$ cat src/rtl/dac_trim_pkg.sv
package dac_trim_pkg;
  typedef struct packed {
    logic wrGain;   // update one channel's gain word
    logic wrOff;    // update one channel's offset word
    logic capture;  // register a corrected code this cycle
  } trim_strb_t;
endpackage

$ cat src/rtl/dac_trim_ctrl.sv
module dac_trim_ctrl
  import dac_trim_pkg::*;
#(
  parameter int NUM_CH = 16,
  localparam int CH_W = $clog2(NUM_CH)
) (
  input  logic            clk,
  input  logic            rstN,
  input  logic            wrEn,
  input  logic            wrSel,
  input  logic            codeValid,
  input  logic [CH_W-1:0] codeCh,
  output trim_strb_t      strb,
  output logic            loadStb,
  output logic [CH_W-1:0] loadCh
);
  always_comb begin
    strb.wrGain  = wrEn && !wrSel;
    strb.wrOff   = wrEn && wrSel;
    strb.capture = codeValid;
  end

  always_ff @(posedge clk) begin
    if (!rstN) begin
      loadStb <= 1'b0;
      loadCh  <= '0;
    end else begin
      loadStb <= codeValid;
      if (codeValid) loadCh <= codeCh;
    end
  end
endmodule

$ cat src/rtl/dac_trim_dp.sv
module dac_trim_dp
  import dac_trim_pkg::*;
#(
  parameter int CODE_W = 14,
  parameter int NUM_CH = 16,
  localparam int CH_W   = $clog2(NUM_CH),
  localparam int PROD_W = 2 * CODE_W,
  localparam int SUM_W  = CODE_W + 2
) (
  input  logic              clk,
  input  logic              rstN,
  input  trim_strb_t        strb,
  input  logic [CH_W-1:0]   wrCh,
  input  logic [CODE_W-1:0] wrData,
  input  logic [CH_W-1:0]   codeCh,
  input  logic [CODE_W-1:0] codeIn,
  output logic [CODE_W-1:0] loadCode
);
  localparam logic [CODE_W-1:0] GAIN_RST = CODE_W'((1 << CODE_W) - 2);
  localparam logic [CODE_W-1:0] OFF_RST  = CODE_W'(1 << (CODE_W - 1));
  localparam logic signed [SUM_W-1:0] MID  = SUM_W'(1 << (CODE_W - 1));
  localparam logic signed [SUM_W-1:0] CMAX = SUM_W'((1 << CODE_W) - 1);

  logic [CODE_W-1:0] gainWord [NUM_CH];
  logic [CODE_W-1:0] offWord  [NUM_CH];

  for (genvar ch = 0; ch < NUM_CH; ch++) begin : g_chan
    always_ff @(posedge clk) begin
      if (!rstN) begin
        gainWord[ch] <= GAIN_RST;
        offWord[ch]  <= OFF_RST;
      end else if (wrCh == CH_W'(ch)) begin
        if (strb.wrGain) gainWord[ch] <= wrData;
        if (strb.wrOff)  offWord[ch]  <= wrData;
      end
    end
  end

  logic [CODE_W-1:0]       selGain, selOff, scaled;
  logic [CODE_W:0]         gainTerm;
  logic [PROD_W-1:0]       prod;
  logic signed [SUM_W-1:0] sum;
  logic [CODE_W-1:0]       clamped;

  always_comb begin
    selGain  = gainWord[codeCh];
    selOff   = offWord[codeCh];
    gainTerm = {1'b0, selGain} + (CODE_W+1)'(2);
    prod     = PROD_W'(gainTerm) * PROD_W'(codeIn);
    scaled   = prod[PROD_W-1:CODE_W];
    sum      = $signed({2'b00, scaled}) + $signed({2'b00, selOff}) - MID;
    if (sum < 0)         clamped = '0;
    else if (sum > CMAX) clamped = CMAX[CODE_W-1:0];
    else                 clamped = sum[CODE_W-1:0];
  end

  always_ff @(posedge clk) begin
    if (!rstN)             loadCode <= '0;
    else if (strb.capture) loadCode <= clamped;
  end
endmodule

$ cat src/rtl/dac_trim_corr.sv
module dac_trim_corr
  import dac_trim_pkg::*;
#(
  parameter int CODE_W = 14,
  parameter int NUM_CH = 16,
  localparam int CH_W = $clog2(NUM_CH)
) (
  input  logic              clk,
  input  logic              rstN,
  input  logic              wrEn,
  input  logic              wrSel,
  input  logic [CH_W-1:0]   wrCh,
  input  logic [CODE_W-1:0] wrData,
  input  logic              codeValid,
  input  logic [CH_W-1:0]   codeCh,
  input  logic [CODE_W-1:0] codeIn,
  output logic              loadStb,
  output logic [CH_W-1:0]   loadCh,
  output logic [CODE_W-1:0] loadCode
);
  trim_strb_t strb;

  dac_trim_ctrl #(.NUM_CH(NUM_CH)) i_ctrl (
    .clk(clk), .rstN(rstN), .wrEn(wrEn), .wrSel(wrSel),
    .codeValid(codeValid), .codeCh(codeCh),
    .strb(strb), .loadStb(loadStb), .loadCh(loadCh)
  );

  dac_trim_dp #(.CODE_W(CODE_W), .NUM_CH(NUM_CH)) i_dp (
    .clk(clk), .rstN(rstN), .strb(strb), .wrCh(wrCh), .wrData(wrData),
    .codeCh(codeCh), .codeIn(codeIn), .loadCode(loadCode)
  );
endmodule

$ cat config.mk
export PLATFORM = sky130hd
export DESIGN_NAME = dac_trim_corr
export DESIGN_NICKNAME = d
export VERILOG_FILES = /design/src/rtl/dac_trim_pkg.sv /design/src/rtl/dac_trim_ctrl.sv /design/src/rtl/dac_trim_dp.sv /design/src/rtl/dac_trim_corr.sv
export SDC_FILE = /design/constraint.sdc
export NUM_CORES = 1
export LEC_CHECK = 0
export ABC_AREA = 1
export BUFFER_PORTS_ARGS = -buffer_cell sky130_fd_sc_hd__buf_2
export CAP_MARGIN = 10
export CORE_AREA = 2 2 230 277
export DETAILED_ROUTE_END_ITERATION = 10
export DIE_AREA = 0 0 232 279
export GPL_ROUTABILITY_DRIVEN = 0
export SLEW_MARGIN = 20
export SYNTH_ARGS = -nofsm -noshare
export SYNTH_HDL_FRONTEND = slang
export SYNTH_HIERARCHICAL = 1
export SYNTH_SLANG_ARGS = --single-unit
$ cat constraint.sdc
create_clock -name clk -period 19.09 [get_ports clk]
set_clock_uncertainty 0.15 [all_clocks]
set_input_delay 1.909 -clock clk [delete_from_list [all_inputs] [get_ports clk]]
set_output_delay 1.909 -clock clk [all_outputs]
set_load 0.02 [all_outputs]
Yosys cells after proc, flatten, opt, wreduce, memory -nomap -nowiden
Memories as Yosys holds them, arrays and structs flattened.
Cells that the tools add are included.

operators by class
  bitwise gates (word level) = 32
  magnitude comparators = 2
  reduce and logical (&&, ||, !) cells = 4
  equality and inequality tests = 15
  $mul = 1
  add/sub/neg operators = 3
  muxes and demuxes = 133

operators with widths
  cell                                                                               number
  14-bit 2-to-1 mux                                                                  34
  1-bit 2-to-1 mux                                                                   99
  4-bit equality test, second input constant                                         8
  1-bit OR                                                                           32
  15-bit by 14-bit multiplier with 28-bit output                                     1
  4-bit by 3-bit equality test with 1-bit output, second input constant              4
  16-bit by 15-bit greater-than comparator with 1-bit output, second input constant  1
  16-bit by 1-bit < comparator with 1-bit output, second input constant              1
  15-bit by 14-bit subtractor with 16-bit output, second input constant              1
  14-bit by 14-bit adder with 15-bit output                                          1
  14-bit by 2-bit adder with 15-bit output, second input constant                    1
  4-bit by 2-bit equality test with 1-bit output, second input constant              2
  4-bit by 1-bit equality test with 1-bit output, second input constant              1
  4-bit logical NOT                                                                  1
  1-bit logical AND                                                                  2
  1-bit logical NOT                                                                  1

storage, ports and cells
  memories = 2
  bits in registers = 19
  RAM bits = 448
  bits of input ports = 41
  output and inout port bits = 19

memories
  memory         words  bits a word  rd ports  clocked after Yosys merged registers in  wr ports  line               RTL
  i_dp.gainWord  16     14           1         0                                        16        dac_trim_dp.sv:24  logic [CODE_W-1:0] gainWord [NUM_CH];
  i_dp.offWord   16     14           1         0                                        16        dac_trim_dp.sv:25  logic [CODE_W-1:0] offWord [NUM_CH];

Longest topological paths before layout
An unclocked memory read counts as a cell.

  word-level depth = 8
  gate-level depth with buffers = 54
  mapped depth without buffers = 51

Hierarchy
Netlist, hierarchy kept.

modules (own cells, without submodules)
  module         cells each  seq. area each (um^2)  instances  area an instance (um^2)
  dac_trim_dp    3,100       13,733.2               1          28,642.5
  dac_trim_ctrl  33          100.1                  1          226.5

Least setup slack after synthesis
Ideal clock, no wire load.

  path kind = input-to-reg
  start point = input codeCh[0]
  end point = register i_dp.loadCode[0]
  cell stages on the path = 51
  arrival time = 9.969 ns
  buffers on the path = 4
  setup time = 0.132 ns
  setup slack = 8.838 ns
  path through = buf_6 > inv_6 > buf_12 > buf_6 > nor2_1 > o211ai_1 > nand3_1 > nand2_1 > ha_1 > inv_1 > nor2_4 > nand2_1 > nor2_1 > inv_1 > nand2_2 > nor2_1 > fa_1 > inv_1 > [... 15 more ...] > o21bai_1 > nand2_1 > nand2_1 > xor2_1 > ha_1 > ha_1 > fa_1 > a21oi_1 > o21ai_0 > nand3_1 > nand3_1 > nand4_1 > nand2_1 > nand2_1 > buf_1 > nand2_1 > nand2_1 > a21oi_1

between the ends
  cells in the longest elaborated chain, start to end = 8
  elaborated cells on any way between the ends = 10
  classes of those cells = add/sub: 3; mul: 1; order compare: 2; mux: 2; memory: 2

RTL lines
  item                                                        line                 RTL
  start: declaration                                          dac_trim_corr.sv:15  input logic [CH_W-1:0] codeCh,
  memory 16 x 14 bit                                          --
  14-bit by 2-bit adder with 15-bit output                    dac_trim_dp.sv:48    gainTerm = {1'b0, selGain} + (CODE_W+1)'(2);
  15-bit by 14-bit multiplier with 28-bit output              dac_trim_dp.sv:49    prod = PROD_W'(gainTerm) * PROD_W'(codeIn);
  14-bit by 14-bit adder with 15-bit output (*)               dac_trim_dp.sv:51    sum = $signed({2'b00, scaled}) + $signed({2'b00, selOff}) - MID;
  15-bit by 14-bit subtractor with 16-bit output (*)          dac_trim_dp.sv:51
  16-bit by 15-bit greater-than comparator with 1-bit output  dac_trim_dp.sv:53    else if (sum > CMAX) clamped = CMAX[CODE_W-1:0];
  14-bit 2-to-1 mux                                           dac_trim_dp.sv:53
  14-bit 2-to-1 mux (*)                                       dac_trim_dp.sv:52    if (sum < 0) clamped = '0;
  end signal: assignment                                      dac_trim_dp.sv:59    else if (strb.capture) loadCode <= clamped;
  end: declaration                                            dac_trim_dp.sv:17    output logic [CODE_W-1:0] loadCode

Every way passes the cells marked *; elsewhere a longest branch is shown, timed or not.
A chain may end at the register's enable or synchronous reset.

Final worst setup path
  start point = input codeCh[0]
  end point = register i_dp.loadCode[12]

The elaborated chain is that of the path after synthesis.

==> flow_metrics.py <==
metrics = {
    "run_status": {
        "status": "finished clean",
    },
    "synthesis": {
        "ys_types": 47,
        "synth.top_cell.area_share_pct": 46.6,
        "seq_area_frac_synth_pct": 47.9,
        "syn_inst": 3133,
        "netlist_area_um2": 28900,
        "yosysMostFrequentCell": "nand2_1",
        "ys_ff_latch": 467,
        "syn_nets": 3441,
        "synth_edf_count": 448,
        "synth_commonest_cells": "nand2_1, nor2_1, edfxtp_1",
        "synth_ff_type": "edfxtp_1",
        "yosys_warnings": 6,
        "synth.area.top_cells": "edfxtp_1, fa_1, nand2_1",
        "yosys.area.top_type": "edfxtp_1",
        "postSynth.asyncResetShare_pct": 0,
        "synth_area_per_cell_um2": 9.21,
    },
    "floorplanning": {
        "coreArea_um2": 61900,
        "rows": 100,
        "fp.dieH_um": 279,
        "start_util_pct": 46.6,
        "dieArea_um2": 64700,
        "ios": 60,
        "fp.dieW_um": 232,
    },
    "timing": {
        "fin_tns_setup_ps": 0,
        "layout_worst_path_cycle_share_pct": 62.8,
        "fmax_ghz": 0.0835,
        "max-slew-margin-rel_pct": 24.7,
        "finalSetupViolations": 0,
        "fin_ws_ps": 7110,
        "hold_viol_final": 0,
        "tightest_slew_ps": 1130,
        "final.min_clock_period_ps": 11980,
        "maxSlewViolCount": 0,
        "rsz0062_at_grt": "false",
    },
    "final_layout": {
        "fillers": 5768,
        "final_nets": 3377,
        "area_growth_pct": 7.49,
        "drive_gt1_share_pct": 6.88,
        "diodes": 0,
    },
    "setup_path": {
        "cp_top_family": "adder cells",
        "critPathSlowestCell": "buf_4",
        "critical_path_class": "in2reg",
        "cp.required_ps": 19430,
        "cp_common_cell": "nand2_1",
        "cp_max_fo": 83,
        "crit_buf_inv": 9,
        "endpoint_kind": "flop",
        "arrival_ps": 12320,
        "start_kind": "primary input",
        "slowest_delay_ps": 690,
    },
    "clocking": {
        "cts_buffers": 48,
        "cts_resized": 0,
        "clockRootBuffer": "clkbuf_16",
        "htreeDepth": 2,
        "clkSinkCount": 467,
        "clk_transition_reported_paths_ps": 50,
        "cts_tree": "done",
        "clock_latency_ps": 620,
        "cts_setup_buffers": 0,
        "cts_buffer_depth": 3,
        "holdBufCountCts": 0,
    },
    "placement": {
        "port_buffers": 59,
        "dp_slack_ps": 6440,
        "dp_hpwl_mm": 54.7,
    },
    "global_routing": {
        "grt_max_degree": 199,
        "antenna_found_initial": 0,
        "overflow": 0,
        "grt_pass1_wl_mm": 127,
        "grt_pass1_vias": 22400,
        "track_usage_pct": 25.7,
    },
    "route": {
        "first_pass_iters": 5,
        "vias": 22100,
        "avgViaCountPerCell": 5.62,
        "drtAntennaViolNets": 0,
        "drt-initial-drc-count": 1971,
        "drc_errors": 0,
        "drt-total-wl_mm": 81.8,
        "post_drt_wl_per_cell_um": 20.8,
    },
    "run": {
        "cap_violations": 0,
    },
    "min_path": {
        "min_path_type": "reg2reg",
    },
}
per-layer routing:
layer  track usage (%)  wire [um]  vias to the layer above
li1                  -          -                    10200
met1              34.6      32900                    10800
met2              41.8      39000                      959
met3              3.32       6180                      170
met4              11.3       3670                        0
met5                 0          0                        -
registers in the layout, indices dropped and copies added, names as in the netlist:
name,count
i_dp/loadCode,14
i_ctrl/loadStb,1
i_ctrl/loadCh,4
i_dp/gainWord,224
i_dp/offWord,224
worst reg2reg max path, delay by kind of cell (launching register included):
kind	cells	cell delay [ps]
AND/OR/NAND/NOR	22	2830
XOR/XNOR	1	200
buffers and inverters	9	530
adder cells (fa/ha/maj)	11	4580
flip-flops	1	330
AO/OA/AOI/OAI	5	690
worst paths after layout:
kind,startpoint,to,slack (ps),depth (start not counted)
max reg2reg,i_dp/gainWord[5][1],i_dp/loadCode[7],9580,48
min reg2reg,i_dp/loadCode[11],i_dp/loadCode[11],310,2
min,i_dp/loadCode[11],i_dp/loadCode[11],310,2
max,codeCh[0],i_dp/loadCode[12],7110,43
through the flow:
step                      area, um^2  std cells  hold slack [ps]  util [%]
after floorplan                28900       3133              391         -
after global placement         29500       3835              302      47.6
after detailed placement       29500       3835              307      47.6
after CTS                      31000       3925              318      50.1
after global routing           31000       3925              346      50.1
final                          31000       3925              314      50.1
layout make-up:
cell class	instances	area [um^2]	share of cell area (%)
Clock inverter	31	298	0.960
Sequential cell	467	13800	44.6
Tap cell	816	1020	3.29
Clock buffer	59	1240	4.00
Multi-Input combinational cell	2153	12900	41.7
Timing Repair Buffer	84	504	1.62
Inverter	315	1190	3.84
cells in the final DEF (no fill, tap or decap), types with 22 or more instances in the layout:
cell type	Yosys	layout
nor3_1	28	28
fa_1	152	152
o211ai_1	63	63
buf_2	19	57
o21ai_0	222	222
clkbuf_16	0	48
ha_1	115	115
a21oi_1	53	53
edfxtp_1	448	448
nand3_1	89	89
inv_1	296	295
nand2_1	652	652
nor2_1	619	617
buf_4	10	25
nand2_2	22	22
o221ai_1	47	47
kinds of logic after synthesis:
family                     Yosys count  share of synthesized area (%)
xor gates and xnor gates            21                          0.702
and+or+nand+nor                   1436                           19.7
adders and majority gates          267                           15.5
AOI/OAI and AO/OA                  429                           8.84
buffers and inverters              513                           7.30
DFF                                467                           47.9
Power is not shown: default switching activity piles up to over one toggle a cycle in this logic, so the estimate is an artifact.
